[src/rtl/asq_pkg.sv]
package asq_pkg;
   localparam int unsigned PREFIX_LEN = 5;
   localparam int unsigned NUM_CMD    = 4;

   // bit positions of the command pulse vector
   typedef enum int unsigned {
      CMD_STORE  = 0,
      CMD_RECALL = 1,
      CMD_AS_OFF = 2,
      CMD_AS_ON  = 3
   } cmd_e;

   function automatic logic [15:0] prefix_code(input int unsigned idx);
      case (idx)
         0:       return 16'h4E38;
         1:       return 16'hB1C7;
         2:       return 16'h83E0;
         3:       return 16'h7C1F;
         default: return 16'h703F;
      endcase
   endfunction

   function automatic logic [15:0] cmd_code(input int unsigned idx);
      case (idx)
         CMD_STORE:  return 16'h0FC0;
         CMD_RECALL: return 16'h0C63;
         CMD_AS_OFF: return 16'h0B45;
         default:    return 16'h0B46;
      endcase
   endfunction

   function automatic logic cmd_floats(input int unsigned idx);
      return (idx == CMD_STORE) || (idx == CMD_RECALL);
   endfunction
endpackage

[src/rtl/asq_match.sv]
module asq_match
   import asq_pkg::*;
#(
   parameter int unsigned ADDR_W = 17,
   parameter int unsigned CMP_W  = 14,
   parameter int unsigned STEP_W = 3
) (
   input  logic [ADDR_W-1:0]  addr,
   input  logic [STEP_W-1:0]  step,
   output logic               prefix_hit,
   output logic               first_hit,
   output logic [NUM_CMD-1:0] cmd_hit,
   output logic               float_hit
);
   logic [CMP_W-1:0]      key;
   logic [PREFIX_LEN-1:0] pre_vec;
   logic [NUM_CMD-1:0]    flt_vec;

   assign key = addr[CMP_W-1:0];

   for (genvar i = 0; i < PREFIX_LEN; i++) begin : g_pre
      localparam logic [15:0] CODE = prefix_code(i);
      assign pre_vec[i] = (key == CODE[CMP_W-1:0]);
   end

   for (genvar c = 0; c < NUM_CMD; c++) begin : g_cmd
      localparam logic [15:0] CODE = cmd_code(c);
      assign cmd_hit[c] = (key == CODE[CMP_W-1:0]);
      if (cmd_floats(c)) begin : g_flt
         assign flt_vec[c] = cmd_hit[c];
      end else begin : g_noflt
         assign flt_vec[c] = 1'b0;
      end
   end

   always_comb begin
      prefix_hit = 1'b0;
      for (int i = 0; i < PREFIX_LEN; i++) begin
         if (step == STEP_W'(i)) prefix_hit = pre_vec[i];
      end
   end

   assign first_hit = pre_vec[0];
   assign float_hit = |flt_vec;
endmodule

[src/rtl/asq_tracker.sv]
module asq_tracker
   import asq_pkg::*;
#(
   parameter int unsigned STEP_W = 3
) (
   input  logic              clk,
   input  logic              rst_n,
   input  logic              acc_vld,
   input  logic              acc_wr,
   input  logic              inhibit,
   input  logic              prefix_hit,
   input  logic              first_hit,
   input  logic              cmd_any,
   output logic [STEP_W-1:0] step,
   output logic              at_last,
   output logic              rd_ok,
   output logic              fire
);
   localparam logic [STEP_W-1:0] LAST    = STEP_W'(PREFIX_LEN);
   localparam logic [STEP_W-1:0] RESTART = STEP_W'(1);

   logic [STEP_W-1:0] step_q;

   assign step    = step_q;
   assign at_last = (step_q == LAST);
   assign rd_ok   = acc_vld && !acc_wr && !inhibit;
   assign fire    = rd_ok && at_last && cmd_any;

   always_ff @(posedge clk or negedge rst_n) begin
      if (!rst_n) begin
         step_q <= '0;
      end else if (inhibit) begin
         step_q <= '0;
      end else if (acc_vld) begin
         if (acc_wr)                 step_q <= '0;
         else if (fire)              step_q <= '0;
         else if (!at_last && prefix_hit) step_q <= step_q + RESTART;
         else if (first_hit)         step_q <= RESTART;
         else                        step_q <= '0;
      end
   end
endmodule

[src/rtl/asq_pulse.sv]
module asq_pulse #(
   parameter int unsigned WIDTH = 4
) (
   input  logic             clk,
   input  logic             rst_n,
   input  logic             fire,
   input  logic [WIDTH-1:0] sel,
   output logic [WIDTH-1:0] pulse
);
   for (genvar i = 0; i < WIDTH; i++) begin : g_bit
      always_ff @(posedge clk or negedge rst_n) begin
         if (!rst_n) pulse[i] <= 1'b0;
         else        pulse[i] <= fire && sel[i];
      end
   end
endmodule

[src/rtl/asq_cmd_detect.sv]
module asq_cmd_detect
   import asq_pkg::*;
#(
   parameter int unsigned ADDR_W = 17,
   parameter int unsigned CMP_W  = 14
) (
   input  logic              clk,
   input  logic              rst_n,
   input  logic              acc_vld,
   input  logic              acc_wr,
   input  logic [ADDR_W-1:0] acc_addr,
   input  logic              inhibit,
   output logic              cmd_store,
   output logic              cmd_recall,
   output logic              cmd_autosave_off,
   output logic              cmd_autosave_on,
   output logic              dq_float
);
   localparam int unsigned STEP_W = $clog2(PREFIX_LEN + 1);

   if (CMP_W > ADDR_W || CMP_W > 16 || CMP_W < 14) begin : g_bad_cmp
      $error("asq_cmd_detect: CMP_W must be 14..16 and not exceed ADDR_W");
   end

   logic [STEP_W-1:0]  step;
   logic               prefix_hit, first_hit, float_hit;
   logic [NUM_CMD-1:0] cmd_hit, pulses;
   logic               at_last, rd_ok, fire;

   asq_match #(.ADDR_W(ADDR_W), .CMP_W(CMP_W), .STEP_W(STEP_W)) i_match (
      .addr(acc_addr), .step(step), .prefix_hit(prefix_hit),
      .first_hit(first_hit), .cmd_hit(cmd_hit), .float_hit(float_hit)
   );

   asq_tracker #(.STEP_W(STEP_W)) i_tracker (
      .clk(clk), .rst_n(rst_n), .acc_vld(acc_vld), .acc_wr(acc_wr),
      .inhibit(inhibit), .prefix_hit(prefix_hit), .first_hit(first_hit),
      .cmd_any(|cmd_hit), .step(step), .at_last(at_last), .rd_ok(rd_ok),
      .fire(fire)
   );

   asq_pulse #(.WIDTH(NUM_CMD)) i_pulse (
      .clk(clk), .rst_n(rst_n), .fire(fire), .sel(cmd_hit), .pulse(pulses)
   );

   assign cmd_store        = pulses[CMD_STORE];
   assign cmd_recall       = pulses[CMD_RECALL];
   assign cmd_autosave_off = pulses[CMD_AS_OFF];
   assign cmd_autosave_on  = pulses[CMD_AS_ON];
   assign dq_float         = rd_ok && at_last && float_hit;
endmodule

[config.mk]
export PLATFORM = sky130hd
export DESIGN_NAME = asq_cmd_detect
export DESIGN_NICKNAME = d
export VERILOG_FILES = /design/src/rtl/asq_pkg.sv /design/src/rtl/asq_match.sv /design/src/rtl/asq_tracker.sv /design/src/rtl/asq_pulse.sv /design/src/rtl/asq_cmd_detect.sv
export SDC_FILE = /design/constraint.sdc
export NUM_CORES = 1
export LEC_CHECK = 0
export BUFFER_PORTS_ARGS = -buffer_cell sky130_fd_sc_hd__buf_4
export CAP_MARGIN = 30
export CORE_ASPECT_RATIO = 0.8
export CORE_MARGIN = 5
export CORE_UTILIZATION = 40
export DETAILED_ROUTE_END_ITERATION = 7
export GPL_ROUTABILITY_DRIVEN = 0
export PLACE_DENSITY = 0.7
export SLEW_MARGIN = 20
export SYNTH_ARGS = -nofsm -noshare
export SYNTH_HDL_FRONTEND = slang
export SYNTH_SLANG_ARGS = --single-unit
[constraint.sdc]
create_clock -name clk -period 1.9 [get_ports clk]
set_clock_uncertainty 0.15 [all_clocks]
set_input_delay 0.38 -clock clk [delete_from_list [all_inputs] [get_ports clk]]
set_output_delay 0.38 -clock clk [all_outputs]
set_load 0.005 [all_outputs]
## Word level (Yosys, flattened, before mapping)

Cells that the tools add are included.

- Bits in registers: 7
- Input bits: 22
- Output and inout port bits: 5

- Add/sub/neg operators: 1
- Equal/unequal tests: 14
- Muxes and demuxes: 11
- Reduce and logical (&&, ||, !) cells: 17

Operators with widths:

| cell | count |
|---|---|
| equality test 14 x 12 -> 1 bit, second input constant | 5 |
| equality test 14 bit, second input constant | 3 |
| 2-to-1 mux 3 bit | 5 |
| equality test 14 x 10 -> 1 bit, second input constant | 1 |
| logical AND 1 bit | 10 |
| equality test 3 x 2 -> 1 bit, second input constant | 2 |
| equality test 3 bit, second input constant | 2 |
| 2-to-1 mux 1 bit | 6 |
| OR reduction 4 bit | 1 |
| adder 3 x 1 -> 3 bit, second input constant | 1 |
| equality test 3 x 1 -> 1 bit, second input constant | 1 |
| logical NOT 1 bit | 3 |
| logical NOT 3 bit | 1 |
| nonzero test 2 bit | 1 |
| OR reduction 2 bit | 1 |

## Logic depth before layout (Yosys ltp)

- Depth after elaboration: 12
- Depth in mapped cells: 8

## Modules after synthesis

Synthesis repeated with hierarchy kept, for this count alone.

- Cells, all modules: 70
- Area, all modules: 663.1 µm²

Modules (own cells, without submodules):

| module | instances | cells each | area an instance (µm²) | seq. area each (µm²) |
|---|---|---|---|---|
| asq_match | 1 | 38 | 305.3 | 0.0 |
| asq_tracker | 1 | 22 | 219.0 | 75.1 |
| asq_pulse | 1 | 8 | 125.1 | 100.1 |
| asq_cmd_detect | 1 | 2 | 13.8 | 0.0 |

## Worst setup path after synthesis

No wires, ideal clock.

- Path type: input port to flip-flop
- Start: in acc_wr
- End: reg i_tracker.step_q[0], in the netlist i_tracker.step[0]
- Library setup time: 124 ps
- Arrival time: 1945 ps
- Path slack: -318 ps
- Stages: 6
- Buffers on the path: 0
- Path through: or3b_4 > or4b_4 > a21oi_4 > or3_4 > nor4b_1 > a211o_1

- Word-level cells in the longest chain between the ends: 9

Ends and longest elaborated chain:

| what | RTL line | text |
|---|---|---|
| start, declared | asq_cmd_detect.sv:10 | `input logic acc_wr,` |
| logical NOT 1 bit | asq_tracker.sv:26 | `assign rd_ok = acc_vld && !acc_wr && !inhibit;` |
| logical AND 1 bit (2 in a row) | asq_tracker.sv:26 |  |
| logical AND 1 bit (2 in a row) | asq_tracker.sv:27 | `assign fire = rd_ok && at_last && cmd_any;` |
| 2-to-1 mux 3 bit | asq_tracker.sv:36 | `else if (fire) step_q <= '0;` |
| 2-to-1 mux 3 bit * | asq_tracker.sv:35 | `if (acc_wr) step_q <= '0;` |
| 2-to-1 mux 3 bit * | asq_tracker.sv:34 | `end else if (acc_vld) begin` |
| 2-to-1 mux 3 bit * | asq_tracker.sv:32 | `end else if (inhibit) begin` |
| end signal, assigned | asq_tracker.sv:37 | `else if (!at_last && prefix_hit) step_q <= step_q + RESTART;` |
| end, declared | asq_tracker.sv:22 | `logic [STEP_W-1:0] step_q;` |

Mark *: on every way between the ends. The rest lies on a longest branch, timed or not. The select of a mux whose other input is x is not followed.
A chain may end at the register's enable or synchronous reset.

## Worst setup path after layout

- Start: reg i_tracker.step_q[1], in the netlist i_tracker.step[1]
- End: out dq_float

- Word-level cells in the longest chain between the ends: 3

Ends and longest elaborated chain:

| what | RTL line | text |
|---|---|---|
| equality test 3 bit | asq_tracker.sv:25 | `assign at_last = (step_q == LAST);` |
| logical AND 1 bit (2 in a row) | asq_cmd_detect.sv:50 | `assign dq_float = rd_ok && at_last && float_hit;` |
| end, declared | asq_cmd_detect.sv:17 | `output logic dq_float` |

Every way passes these cells.

==> impl_metrics.tcl <==
set metrics [dict create \
    ant_nets 0 \
    cts_tree "yes" \
    seqPwrFrac_pct 39.3 \
    grt_use_total_pct 18.2 \
    required_ps 1370 \
    clock-sinks 7 \
    start_util_pct 41.4 \
    setup_violations 4 \
    synth_most_common_cell "nor2_1" \
    dieHeight_um 46.3 \
    synthTopCellsByCount "nor2_1, dfrtp_1, inv_1, nand2_1, ha_1" \
    hold_slack_ps 267 \
    dr.pass1.iters 4 \
    hpwlAfterDp_um 1670 \
    ys_ff_latch 7 \
    die_area_mm2 0.00257 \
    clockBufferDepth 2 \
    die_x_um 55.4 \
    worstSkewPairLatency_ps 250 \
    synth_top_area_cell "dfrtp_1" \
    drtIter0Drc 31 \
    grt_pass1_vias 859 \
    startpoint "i_tracker.step[1]$_DFFE_PN0P_" \
    finalHoldViolCount 0 \
    fin_nets 163 \
    synth_edf_count 0 \
    crit_type "reg -> out" \
    arrival_ps 1710 \
    cts_made_buffers 3 \
    vdd_drop_max_v 0.000198 \
    clockRootBuffer "clkbuf_4" \
    ys_warn_count 0 \
    final_layout_size_suffix_gt1_share_pct 54.8 \
    io_pins 27 \
    synth_area_um2 659 \
    synth.top_cell.area_share_pct 26.6 \
    avgSynthCellArea_um2 8.79 \
    synthFlopType "dfrtp_1" \
    synth.area.top_cells "dfrtp_1, ha_1, nor2_1, nor4_1, inv_1" \
    endpoint_kind "output port" \
    coreArea_mm2 0.00159 \
    grt_first_pass_wirelength_um 3680 \
    hold_path_class "in -> reg" \
    wl_um 2110 \
    grt_max_degree 8 \
    violations "negative setup slack" \
    wl_per_cell_um 13.4 \
    synth_adder_area_share_pct 9.49 \
    viasPerCell 5.32 \
    rows 13 \
    tightest_slew_ps 459 \
    power_frac_clock_pct 34.4 \
    synth-xor-area-share_pct 1.33 \
    final_area_mm2 0.00122 \
    yosysSeqAreaShare_pct 26.6 \
    h-tree-depth 1 \
    fin_crit_ps 2240 \
    combinationalPowerShare_pct 26.2 \
    cts.clk_slew.worst_paths_ps 50 \
    synthMuxAreaShare_pct 0 \
    cap_violations 0 \
    setup_slack_ps -339 \
    max_slew_margin_pct 69.1 \
    synth_compound_area_share_pct 12.9 \
    post_dp_cell_area_mm2 0.00107 \
    synth_cell_types 33 \
    min_period_over_period_pct 118 \
    r2r_start "i_tracker.step[1]$_DFFE_PN0P_" \
    synth_top_family_by_area "simple AND/OR/NAND/NOR gates" \
    synth_nets 102 \
    swShare_pct 23.9 \
    p_switching_w 0.0000908 \
    vias 836 \
    start_kind "flip-flop" \
    area_growth_pct 84.6 \
    grt_antenna_before_repair 0 \
    synthCells 75 \
    intPower_w 0.000289 \
    io_buffers 23 \
    synth_simple_gate_area_share_pct 46.3 \
    critical_path_peak_fanout 2 \
    slew_violations 0 \
    p_leak_nw 0.554 \
    diodes 0 \
    drcViolationCount 0 \
    async_flop_share_pct 100 \
    fmax_ghz 0.447 \
    power_density_mw_per_mm2 312 \
    grt-ovfl-total 0 \
    status "finished with violations" \
    min_from "acc_addr[0]" \
    rsz0062_at_grt "yes" \
]
## final timing paths
kind,end,slack (ps),cells past startpoint
worst max register to register,i_tracker.step[0]$_DFFE_PN0P_,-330,10
max in group asynchronous,i_pulse.pulse[2]$_DFF_PN0_,1150,2
worst min register to register,i_tracker.step[1]$_DFFE_PN0P_,530,3
min in group asynchronous,i_tracker.step[0]$_DFFE_PN0P_,320,2
worst min-delay path,i_pulse.pulse[3]$_DFF_PN0_,270,3
worst max-delay path,dq_float,-340,6
## registers in the layout, summed over array words and instances (netlist names)
| signal | flops |
|---|---|
| i_pulse.pulse | 4 |
| i_tracker.step | 3 |
## cells in the final DEF (no fill, tap or decap), types with 2 or more instances in the layout
cell       n
and4b_1    2
nor2_1     8
buf_6      6
or3b_4     2
nor4_1     3
ha_1       4
buf_4     49
clkbuf_4   3
nor3b_1    3
nor4b_1    2
nand4_1    2
nand2_1    5
o31ai_2    2
inv_1      5
nor3_2     2
or2b_1     2
nand2b_1   3
dfrtp_1    7
## final cells by class
class,count,area (µm²)
flip-flops and latches,7,175
well taps,22,27.5
repair buffers,56,445
fillers,125,377
inverters,6,22.5
clock buffers,4,26.3
multi-input cells,62,520
## per-stage QoR
stage / setup slack [ps] / instances / util [%] / power [W] / TNS [ps]
6_report: -339 / 157 / 76.4 / 0.000380 / -1160
5_1_grt: -400 / 157 / 76.4 / 0.000398 / -1350
4_1_cts: -333 / 157 / 76.4 / 0.000383 / -1020
3_5_place_dp: -463 / 147 / 67.4 / 0.000241 / -1740
3_3_place_gp: -406 / 147 / 67.4 / 0.000238 / -1540
2_1_floorplan: -262 / 75 / - / 0.000174 / -442
## repair_timing
action                     4_1_cts  5_1_grt
hold endpoints to repair         7        0
buffers inserted                 5        0
setup endpoints to repair        4        4
resized for setup               16        0
hold buffers                     1        0
pin swaps                        9        0
## metal layers
layer | routed length [µm] | track usage (%)
met5 | 0 | 0
met4 | 25 | 7.28
met2 | 953 | 33.7
met3 | 147 | 3.08
met1 | 984 | 21.4
## power groups by stage
stage	registers [W]	clock network (W)	logic, W
finish	0.000149	0.000131	0.0000996
global route	0.000149	0.000140	0.000108
CTS	0.000149	0.000135	0.0000982
detailed placement	0.000152	0	0.0000890
global placement	0.000152	0	0.0000862
floorplan	0.000152	0	0.0000225
## cells by family (layout without fill, tap and decap cells)
group | Yosys count | count (layout)
AND/OR/NAND/NOR | 46 | 46
AO/OA/AOI/OAI | 10 | 10
XOR/XNOR | 1 | 1
flip-flops | 7 | 7
adder cells (fa/ha/maj) | 5 | 5
buffers and inverters | 6 | 66
## critical path, cell delays in order, from the launching register on
cell and delay, ps:
dfrtp_1 400, inv_2 80, ha_4 130, nand2_2 50, or4b_4 530, a21oi_4 150
buf_6 110
Note: power is estimated with default switching activity, not from simulation.
